<file path="src/rtl/cdsf_pkg.sv">
package cdsf_pkg;
  localparam int SYNC_LEN = 12;
  localparam logic [7:0] PASS_ERR = 8'h00;
  localparam logic [7:0] PASS_DEC = 8'h90;
  localparam logic [7:0] FAIL_ERR = 8'hFF;
  localparam logic [7:0] FAIL_DEC = 8'hF2;

  typedef struct packed {
    logic ill_sync;
    logic no_sync;
    logic long_blk;
    logic short_blk;
  } frm_flags_t;

  function automatic logic [7:0] sync_byte(input int idx);
    return (idx == 0 || idx == SYNC_LEN - 1) ? 8'h00 : 8'hFF;
  endfunction

  function automatic logic bcd_below(input logic [7:0] v, input logic [7:0] lim);
    return (v < lim) && (v[3:0] < 4'hA);
  endfunction
endpackage

</file>
<file path="src/rtl/cdsf_sync_det.sv">
module cdsf_sync_det
  import cdsf_pkg::*;
(
  input  logic       clk_i,
  input  logic       rst_ni,
  input  logic [7:0] byte_i,
  input  logic       vld_i,
  input  logic       aligned_i,
  output logic       det_o,
  output logic       ign_o
);
  localparam int MW = $clog2(SYNC_LEN);
  localparam logic [MW-1:0] FULL = MW'(SYNC_LEN - 1);

  logic [MW-1:0] mcnt_q;
  logic          hit, match;

  assign hit   = (byte_i == sync_byte(int'(mcnt_q)));
  assign match = vld_i && (mcnt_q == FULL) && (byte_i == 8'h00);
  assign det_o = match && aligned_i;
  assign ign_o = match && !aligned_i;

  always_ff @(posedge clk_i or negedge rst_ni) begin
    if (!rst_ni) begin
      mcnt_q <= '0;
    end else if (vld_i) begin
      if (hit)                 mcnt_q <= (mcnt_q == FULL) ? MW'(1) : mcnt_q + MW'(1);
      else if (byte_i == 8'h00) mcnt_q <= MW'(1);
      else                     mcnt_q <= '0;
    end
  end
endmodule

</file>
<file path="src/rtl/cdsf_sector_cnt.sv">
module cdsf_sector_cnt
  import cdsf_pkg::*;
#(
  parameter int CNT_W     = 12,
  parameter int SECT_LAST = 2351
) (
  input  logic             clk_i,
  input  logic             rst_ni,
  input  logic             vld_i,
  input  logic             det_i,
  input  logic             ign_i,
  input  logic             ins_en_i,
  output logic [CNT_W-1:0] pos_o,
  output logic             bnd_o,
  output frm_flags_t       flags_o
);
  localparam logic [CNT_W-1:0] LAST = CNT_W'(SECT_LAST);

  logic [CNT_W-1:0] pos_q;
  frm_flags_t       flags_q;
  logic             ins;

  assign ins     = ins_en_i && (pos_q == LAST);
  assign bnd_o   = vld_i && (det_i || ins);
  assign pos_o   = pos_q;
  assign flags_o = flags_q;

  always_ff @(posedge clk_i or negedge rst_ni) begin
    if (!rst_ni) begin
      pos_q   <= '0;
      flags_q <= '0;
    end else if (bnd_o) begin
      pos_q              <= '0;
      flags_q.ill_sync   <= det_i && (pos_q != LAST);
      flags_q.no_sync    <= ins && !det_i && !ign_i;
      flags_q.long_blk   <= 1'b0;
      flags_q.short_blk  <= 1'b0;
    end else if (vld_i) begin
      pos_q <= pos_q + CNT_W'(1);
      if (ign_i)         flags_q.short_blk <= 1'b1;
      if (pos_q == LAST) flags_q.long_blk  <= 1'b1;
    end
  end
endmodule

</file>
<file path="src/rtl/cdsf_hdr_dec.sv">
module cdsf_hdr_dec
  import cdsf_pkg::*;
#(
  parameter int CNT_W     = 12,
  parameter int DEC_DELAY = 22030
) (
  input  logic             clk_i,
  input  logic             rst_ni,
  input  logic [7:0]       byte_i,
  input  logic             vld_i,
  input  logic [CNT_W-1:0] pos_i,
  input  logic             bnd_i,
  input  logic             dec_en_i,
  input  logic             wr_req_i,
  input  logic             rpt_en_i,
  input  logic             irq_ack_i,
  input  frm_flags_t       flags_i,
  output logic [3:0][7:0]  hdr_o,
  output logic             crc_ok_o,
  output logic             unc_blk_o,
  output logic             word_long_o,
  output logic [7:0]       err_stat_o,
  output logic [7:0]       dec_stat_o,
  output logic             irq_no,
  output logic             done_o
);
  localparam int TW = $clog2(DEC_DELAY + 1);
  localparam logic [TW-1:0] DLY = TW'(DEC_DELAY);

  logic [3:0][7:0] hdr_q;
  logic [TW-1:0]   tmr_q;
  logic            cap_en, pass;

  assign cap_en = vld_i && dec_en_i && !wr_req_i && (pos_i < CNT_W'(4));
  assign done_o = !bnd_i && (tmr_q == TW'(1));
  assign pass   = bcd_below(hdr_q[0], 8'h74) && bcd_below(hdr_q[1], 8'h60) &&
                  bcd_below(hdr_q[2], 8'h75) && (hdr_q[3] < 8'd3) &&
                  !flags_i.no_sync && !flags_i.ill_sync;
  assign hdr_o  = hdr_q;

  always_ff @(posedge clk_i or negedge rst_ni) begin
    if (!rst_ni) begin
      hdr_q       <= '0;
      tmr_q       <= '0;
      crc_ok_o    <= 1'b0;
      unc_blk_o   <= 1'b0;
      word_long_o <= 1'b0;
      err_stat_o  <= '0;
      dec_stat_o  <= '0;
      irq_no      <= 1'b1;
    end else begin
      if (cap_en) hdr_q[pos_i[1:0]] <= byte_i;
      if (bnd_i) begin
        tmr_q       <= dec_en_i ? DLY : '0;
        crc_ok_o    <= 1'b0;
        unc_blk_o   <= 1'b0;
        word_long_o <= 1'b0;
        irq_no      <= 1'b1;
      end else begin
        if (tmr_q != '0) tmr_q <= tmr_q - TW'(1);
        if (done_o) begin
          err_stat_o  <= pass ? PASS_ERR : FAIL_ERR;
          dec_stat_o  <= pass ? PASS_DEC : FAIL_DEC;
          if (rpt_en_i) begin
            if (pass) crc_ok_o  <= 1'b1;
            else      unc_blk_o <= 1'b1;
          end
          word_long_o <= 1'b1;
          irq_no      <= 1'b0;
        end else if (irq_ack_i) begin
          irq_no <= 1'b1;
        end
      end
    end
  end
endmodule

</file>
<file path="src/rtl/cd_sync_framer.sv">
module cd_sync_framer
  import cdsf_pkg::*;
#(
  parameter int CNT_W     = 12,
  parameter int SECT_LAST = 2351,
  parameter int DEC_DELAY = 22030
) (
  input  logic       clk_i,
  input  logic       rst_ni,
  input  logic [7:0] byte_i,
  input  logic       byte_vld_i,
  input  logic       dec_en_i,
  input  logic       wr_req_i,
  input  logic       sync_ins_en_i,
  input  logic       rpt_en_i,
  input  logic       irq_ack_i,
  output logic [7:0] hdr_min_o,
  output logic [7:0] hdr_sec_o,
  output logic [7:0] hdr_frm_o,
  output logic [7:0] hdr_mode_o,
  output logic       ill_sync_o,
  output logic       no_sync_o,
  output logic       long_blk_o,
  output logic       short_blk_o,
  output logic       crc_ok_o,
  output logic       unc_blk_o,
  output logic       word_long_o,
  output logic [7:0] err_stat_o,
  output logic [7:0] dec_stat_o,
  output logic       dec_irq_no
);
  logic [CNT_W-1:0] pos;
  logic             det, ign, bnd, dec_done;
  frm_flags_t       flags;
  logic [3:0][7:0]  hdr;

  cdsf_sync_det u_sync (
    .clk_i, .rst_ni, .byte_i, .vld_i(byte_vld_i),
    .aligned_i(pos[1:0] == 2'b11), .det_o(det), .ign_o(ign)
  );

  cdsf_sector_cnt #(.CNT_W(CNT_W), .SECT_LAST(SECT_LAST)) u_cnt (
    .clk_i, .rst_ni, .vld_i(byte_vld_i), .det_i(det), .ign_i(ign),
    .ins_en_i(sync_ins_en_i), .pos_o(pos), .bnd_o(bnd), .flags_o(flags)
  );

  cdsf_hdr_dec #(.CNT_W(CNT_W), .DEC_DELAY(DEC_DELAY)) u_dec (
    .clk_i, .rst_ni, .byte_i, .vld_i(byte_vld_i), .pos_i(pos), .bnd_i(bnd),
    .dec_en_i, .wr_req_i, .rpt_en_i, .irq_ack_i, .flags_i(flags),
    .hdr_o(hdr), .crc_ok_o, .unc_blk_o, .word_long_o, .err_stat_o,
    .dec_stat_o, .irq_no(dec_irq_no), .done_o(dec_done)
  );

  assign hdr_min_o   = hdr[0];
  assign hdr_sec_o   = hdr[1];
  assign hdr_frm_o   = hdr[2];
  assign hdr_mode_o  = hdr[3];
  assign ill_sync_o  = flags.ill_sync;
  assign no_sync_o   = flags.no_sync;
  assign long_blk_o  = flags.long_blk;
  assign short_blk_o = flags.short_blk;
endmodule

</file>
<file path="config.mk">
export PLATFORM = sky130hd
export DESIGN_NAME = cd_sync_framer
export DESIGN_NICKNAME = d
export VERILOG_FILES = /design/src/rtl/cdsf_pkg.sv /design/src/rtl/cdsf_sync_det.sv /design/src/rtl/cdsf_sector_cnt.sv /design/src/rtl/cdsf_hdr_dec.sv /design/src/rtl/cd_sync_framer.sv
export SDC_FILE = /design/constraint.sdc
export NUM_CORES = 1
export LEC_CHECK = 0
export ABC_AREA = 0
export ABC_CLOCK_PERIOD_IN_PS = 4900
export CAP_MARGIN = 20
export CORE_MARGIN = 2
export CORE_UTILIZATION = 45
export DETAILED_ROUTE_END_ITERATION = 8
export GPL_TIMING_DRIVEN = 0
export PLACE_DENSITY = 0.69
export SYNTH_ARGS = -nofsm -noshare
export SYNTH_HDL_FRONTEND = slang
export SYNTH_SLANG_ARGS = --single-unit
</file>
<file path="constraint.sdc">
create_clock -name clk_i -period 4.9 [get_ports clk_i]
set_clock_uncertainty 0.2 [all_clocks]
set_input_delay 0.98 -clock clk_i [delete_from_list [all_inputs] [get_ports clk_i]]
set_output_delay 0.98 -clock clk_i [all_outputs]
set_load 0.005 [all_outputs]
</file>
==> metrics.txt, run 1 <==
layout cells sized above 1 23.26%; Levels on crit path 7; # fillers 713; WP data required 4.92 ns; Die ar. about 0.0092 mm2; Peak Freq 0.2967 GHz; CTS tree done; RSZ-0062 raised after global routing false; CP max FO 10; R2R cell count 5; Final Instance Area 0.004837 mm2; Starting DRT DRC Count 132; pin count of the biggest net entering global routing 45; area of the multi-input gates 0.001747 mm2; core area about 0.0082 mm2; PortBufs 68; hold buffer count at CTS 0; fin crit period ~3.4 ns; WP data arrival 3.39 ns; post-CTS setup buffers 0; Hold Path Cell Cnt 1; DRC 0; Critical path origin byte_i[4]; WL met3 about 670 um; initial antenna violation count 0; CP cell instances clkdlybuf4s50_1, or4_4, buf_6, or4_4, a21boi_4, buf_6, o22ai_2; Setup Viol. Count Final 0; worst-margin pin slew roughly 0.92 ns; Site Rows 33; sequential area share after synthesis 48.09%; wl on met1 roughly 3.9 mm; GPL Wtd Cong 0.8230; register area around 0.0018 mm2; relative slew slack 37.95%; Period Utilization, post-route 68.79%; Num Clock Sinks 73; H-tree depth 3; first-pass GRT wire length about 15 mm; Post-synth EDFFs 0; Max IR drop VDD 0.2491 mV; Top FF cell, synth dfrtp_1; total global routing track utilization 21.48%; dpl hpwl between 6 and 7 mm; CTS Buf Count 9; vias in the first global route 3,011; Post-Synthesis Cells approximately 340; CTS clock-pin slew for the worst setup and hold paths 0.09 ns; # resized after CTS 0; Initial Util 46.26%; type of the worst setup path in2reg; Cell variety after synth 57; Avg Cell Area, Syn around 11 um2; Die W 95.91 um; worst-path cell with the longest stage delay or4_4; MaxCap Viol Count 0; metal2 WL 4.228 mm; crit end category register; Final #Nets 449; type of the worst min-delay path reg2reg; wire per inst approximately 17 um; Post-Route WL 8.832 mm; reg2reg start u_cnt.pos_o[0]; Setup crit start kind input port; Ant. Diodes 0; CP max stage delay a little under 0.6 ns; Yosys reg bits 73; Top Layer Used met4; outcome complete, no violations; min-delay src u_cnt.flags_o[0]; Setup TNS 0 ns; chip height 95.91 um; Longest Clk Path Bufs 2; Vias 2,967; cell area power density about 430 mW/mm2; post-place instance area 0.004646 mm2; Detail Route Antenna Nets 0; total gr overflow 0; LEAKAGE 0.002032 uW; 1st-pass router iterations 4; Slew Viols, Final 0; Final Hold Fails 0; Synth Cell Area 0.003801 mm2; IO Pins 72; YS warnings 0; CP bufs+invs 3; root buf cell clkbuf_8; worst-skew pair later-pin latency 0.36 ns; delay-heaviest family, CP simple AND/OR/NAND/NOR gates; Vias/cell 5.546; Async S/R FF share, synth 100.0%; Layout area overhead 27.25%
-- final cells by class --
type | count | area share, %
Sequential cell | 73 | 37.79
Clock inverter | 7 | 1.397
Inverter | 15 | 1.164
Tap cell | 105 | 2.716
Buffer | 24 | 3.673
Timing Repair Buffer | 69 | 14.59
Multi-Input combinational cell | 233 | 36.11
Clock buffer | 9 | 2.561
-- worst paths after layout --
kind | endpoint | slack, ns
max in group asynchronous | u_dec.irq_no | 3.56
hold / removal | u_cnt.flags_o[0] | 0.30
hold reg to reg | u_cnt.flags_o[0] | 0.30
setup reg to reg | u_dec.tmr_q[9] | 2.00
min in group asynchronous | u_dec.hdr_o[28] | 0.34
setup / recovery | u_cnt.flags_o[3] | 1.53
-- Yosys cell counts, types with 3 or more instances --
cell type  count  area share (%)
clkbuf_1       4            0.39
ha_1           8             2.6
nand2_2        4            0.66
a21oi_1       13             1.7
nand3b_1       3            0.59
o21ai_0       15             2.0
a211oi_1       3            0.59
nand4_1        6            0.99
nor4_1        14             2.3
or3_1          7             1.2
buf_6          4             1.2
nand3_1        7            0.92
nor3_1        10             1.3
nor2_1        15             1.5
o22ai_1        5            0.82
nand2_1       15             1.5
dfrtp_1       72              47
mux2_2        37              11
xnor2_1        7             1.6
buf_4         14             2.8
or2_2          4            0.66
or4_1          8             1.6
inv_1         15             1.5
xor2_1         3            0.69
and3_1         5            0.82
or4_4          3            0.89
o31ai_1        3            0.59
-- cell usage in the layout (no fill, tap or decap), types with 8 or more instances in the layout --
| master | instances |
|---|---|
| a21oi_1 | 13 |
| buf_4 | 15 |
| clkbuf_8 | 9 |
| clkdlybuf4s50_1 | 67 |
| dfrtp_1 | 72 |
| ha_1 | 8 |
| inv_1 | 15 |
| mux2_2 | 37 |
| nand2_1 | 15 |
| nor2_1 | 15 |
| nor3_1 | 10 |
| nor4_1 | 14 |
| o21ai_0 | 15 |
| or4_1 | 8 |
-- per-layer routing --
layer | up-vias | global-route usage [%]
met1 | 1454 | 27.84
met2 | 85 | 34.32
met5 | - | 0
li1 | 1422 | -
met4 | 0 | 4.762
met3 | 6 | 8.222
-- worst register-to-register path, cell delays in order, from the launching register on --
cell and delay (ns):
dfrtp_1 0.46, ha_1 0.31, nand4_1 0.32, nor4_1 0.88, o211ai_1 0.44, o21ai_0 0.21
-- through the flow --
stage	worst slack (ns)	utilization, %	std cells	total power, uW	hold WS [ns]
2_1_floorplan	1.887	-	345	1244	0.2893
3_3_place_gp	0.07568	56.24	518	1580	0.2858
3_5_place_dp	1.117	56.54	519	1602	0.2849
4_1_cts	1.503	58.87	535	2084	0.3063
5_1_grt	1.458	58.87	535	2205	0.3313
6_report	1.529	58.87	535	2066	0.2986
-- state kept, by name, indices dropped and copies added (netlist names) --
| register | count |
|---|---|
| u_dec.irq_no | 1 |
| u_dec.err_stat_o | 1 |
| u_dec.tmr_q | 15 |
| u_dec.crc_ok_o | 1 |
| u_dec.word_long_o | 1 |
| u_cnt.pos_o | 12 |
| u_dec.hdr_o | 32 |
| u_dec.unc_blk_o | 1 |
| u_cnt.flags_o | 4 |
| u_sync.mcnt_q | 4 |
| u_dec.dec_stat_o | 1 |
-- kinds of logic (layout without fill, tap and decap cells) --
logic type | Yosys count | count (layout) | synth area share, %
fa+ha+maj | 8 | 8 | 2.633
other cells | 1 | 3 | 0.09865
xor+xnor | 10 | 10 | 2.304
buf+inv | 39 | 124 | 6.155
flops | 73 | 73 | 48.09
compound gates | 57 | 57 | 10.20
simple gates | 114 | 114 | 18.33
mux | 41 | 41 | 12.18
-- power breakdown --
| part | switching [uW] | leakage, uW | total (uW) | internal, uW |
|---|---|---|---|---|
| Sequential | 170 | 0.000920 | 948 | 778 |
| Combinational | 248 | 0.00101 | 648 | 399 |
| Clock | 271 | 0.0000966 | 471 | 200 |
Power figures use the tool's default switching activity.
==> inputs of run 2 (changes only) <==
--- a/config.mk
+++ b/config.mk
@@ -6,13 +6,13 @@
 export NUM_CORES = 1
 export LEC_CHECK = 0
 export ABC_AREA = 0
-export ABC_CLOCK_PERIOD_IN_PS = 4900
+export ABC_CLOCK_PERIOD_IN_PS = 2730
 export CAP_MARGIN = 20
 export CORE_MARGIN = 2
 export CORE_UTILIZATION = 45
 export DETAILED_ROUTE_END_ITERATION = 8
 export GPL_TIMING_DRIVEN = 0
-export PLACE_DENSITY = 0.69
+export PLACE_DENSITY = 0.71
 export SYNTH_ARGS = -nofsm -noshare
 export SYNTH_HDL_FRONTEND = slang
 export SYNTH_SLANG_ARGS = --single-unit
==> constraint.sdc (replaced) <==
create_clock -name clk_i -period 2.73 [get_ports clk_i]
set_clock_uncertainty 0.2 [all_clocks]
set_input_delay 0.546 -clock clk_i [delete_from_list [all_inputs] [get_ports clk_i]]
set_output_delay 0.546 -clock clk_i [all_outputs]
set_load 0.005 [all_outputs]
==> metrics.txt, run 2 (same netlist as run 1, synthesis figures left out) <==
Hold Path Cell Cnt 1 (unchanged); Period Utilization, post-route 97.16%; most frequent cells in the layout 72 x dfrtp_1, 59 x clkdlybuf4s50_1, 37 x mux2_2 (was 72 x dfrtp_1, 67 x clkdlybuf4s50_1, 37 x mux2_2); Max IR drop VDD 0.5584 mV (was 0.2491 mV); dpl hpwl 6.318 mm (was 6.397 mm); Layout area overhead 29.43% (was 27.25%); GPL Wtd Cong 0.7995 (was 0.8230); 1st-pass router iterations 4 (unchanged); WP data required 2.77 ns (was 4.92 ns); CTS Buf Count 9 (unchanged); Die ar. 0.009198 mm2 (unchanged); RSZ-0062 raised after global routing true (was false); Setup TNS 0 ns (unchanged); Final Instance Area 0.004920 mm2 (was 0.004837 mm2); CTS tree done (unchanged); FF-to-FF setup slack 0.11 ns (was 2.00 ns); Ant. Diodes 0 (unchanged); DP Cell Count 519 (unchanged); commonest non-fill, non-tap cell in the layout dfrtp_1 (unchanged); wire per inst 16.47 um (was 16.51 um); total gr overflow 0 (unchanged); post-place instance area 0.004646 mm2 (unchanged); first-pass GRT wire length 14.72 mm (was 14.97 mm); core area 0.008217 mm2 (unchanged); Setup crit start kind input port (unchanged); crit end category register (unchanged); pin count of the biggest net entering global routing 46 (was 45); R2R cell count 5 (unchanged); CTS clock-pin slew for the worst setup and hold paths 0.08 ns (was 0.09 ns); reg2reg start u_cnt.pos_o[0] (unchanged); max reg flops 32 (unchanged); initial antenna violation count 0 (unchanged); type of the worst setup path in2reg (unchanged); Detail Route Antenna Nets 0 (unchanged); Initial Util 46.26% (unchanged); Die W 95.91 um (unchanged); vias in the first global route 2,952 (was 3,011); H-tree depth 3 (unchanged); layout cells sized above 1 24.48% (was 23.26%); root buf cell clkbuf_8 (unchanged); type of the worst min-delay path reg2reg (unchanged); Num Clock Sinks 73 (unchanged); Setup Viol. Count Final 0 (unchanged); Longest Clk Path Bufs 2 (unchanged); CP max FO 7 (was 10); PortBufs 68 (unchanged); relative slew slack 61.19% (was 37.95%); Peak Freq 0.3770 GHz; Vias 2,981 (was 2,967); Final #Nets 452 (was 449); DRC 0 (unchanged); min-delay src u_cnt.flags_o[0] (unchanged); Starting DRT DRC Count 105 (was 132); Final Hold Fails 0 (unchanged); worst-skew pair later-pin latency 0.36 ns (about the same); LEAKAGE 0.002095 uW (was 0.002032 uW); cell area power density 768.7 mW/mm2 (was 427.2 mW/mm2); # fillers 713 (unchanged); Vias/cell 5.541 (was 5.546); R2R Path End u_dec.tmr_q[10] (was u_dec.tmr_q[9]); outcome complete, no violations (unchanged); count of non-filler cells in the finished layout 538 (was 535); hold endpoint u_cnt.flags_o[0] (unchanged); final core occ 59.88% (was 58.87%); chip height 95.91 um (unchanged); Post-Route WL 8.862 mm (was 8.832 mm); fin crit period about 2.7 ns; IO Pins 72 (unchanged); MaxCap Viol Count 0 (unchanged); Slew Viols, Final 0 (unchanged); worst-margin pin slew 0.5768 ns (was 0.9223 ns); WP data arrival 2.69 ns (was 3.39 ns); total global routing track utilization 21.03% (was 21.48%); Site Rows 33 (unchanged)
==> run 2: final cells by class <==
class	instances	area, um2	share of cell area [%]
clock buffers	10	137.6	2.798
repair buffers	72	724.4	14.73
clock inverters	6	73.82	1.501
multi-input cells	233	1788	36.34
well taps	105	131.4	2.670
flip-flops and latches	73	1828	37.16
plain buffers	24	180.2	3.662
inverters	15	56.30	1.144
==> run 2: where the power goes <==
group | internal [uW] | switching (uW) | total, uW
clock | 460 | 430 | 890
sequential | 1400 | 307 | 1700
combinational | 717 | 471 | 1190
total | 2570 | 1210 | 3780
==> run 2: timing repair <==
item                                   in CTS  in global routing
pin swaps                                   2                  1
setup endpoints to repair                  62                 10
gates cloned                                0                  0
buffers inserted                            2                  0
resized for setup                           9                  7
hold buffers                                1                  0
endpoints found under the hold margin      28                  0
==> run 2: how the worst max path moves through the flow <==
| stage | from | to | cells past startpoint |
|---|---|---|---|
| 2_1_floorplan | byte_i[4] | u_dec.tmr_q[10] | 5 |
| 3_3_place_gp | rst_ni | u_sync.mcnt_q[1] | 1 |
| 3_5_place_dp | byte_i[4] | u_dec.tmr_q[10] | 6 |
| 4_1_cts | byte_i[3] | u_dec.tmr_q[10] | 6 |
| 5_1_grt | u_dec.tmr_q[0] | u_dec.tmr_q[2] | 8 |
| 6_report | byte_i[4] | u_dec.tmr_q[10] | 6 |
==> run 2: through the flow <==
stage	worst slack, ns	hold WS (ns)	power [uW]
final	0.07744	0.2997	3782
after global routing	-0.004087	0.3301	4023
after CTS	0.02144	0.3028	3802
after detailed placement	-0.5995	0.2842	2885
after global placement	-1.659	0.2811	2837
after floorplan	0.1506	0.05041	2234
==> run 2: per-layer routing <==
| metal | wire, um | vias to the layer above | global-route usage (%) |
|---|---|---|---|
| met3 | 574 | 11 | 6.578 |
| met1 | 3940 | 1465 | 27.05 |
| li1 | - | 1417 | - |
| met5 | 0 | - | 0 |
| met2 | 4226 | 88 | 33.86 |
| met4 | 121 | 0 | 6.905 |
==> run 2: worst max-delay path, cell delays in order <==
cell	delay (ns)
dlygate4sd2_1	0.32
or4_4	0.56
buf_6	0.15
or4_4	0.53
a21boi_4	0.26
mux2_4	0.32
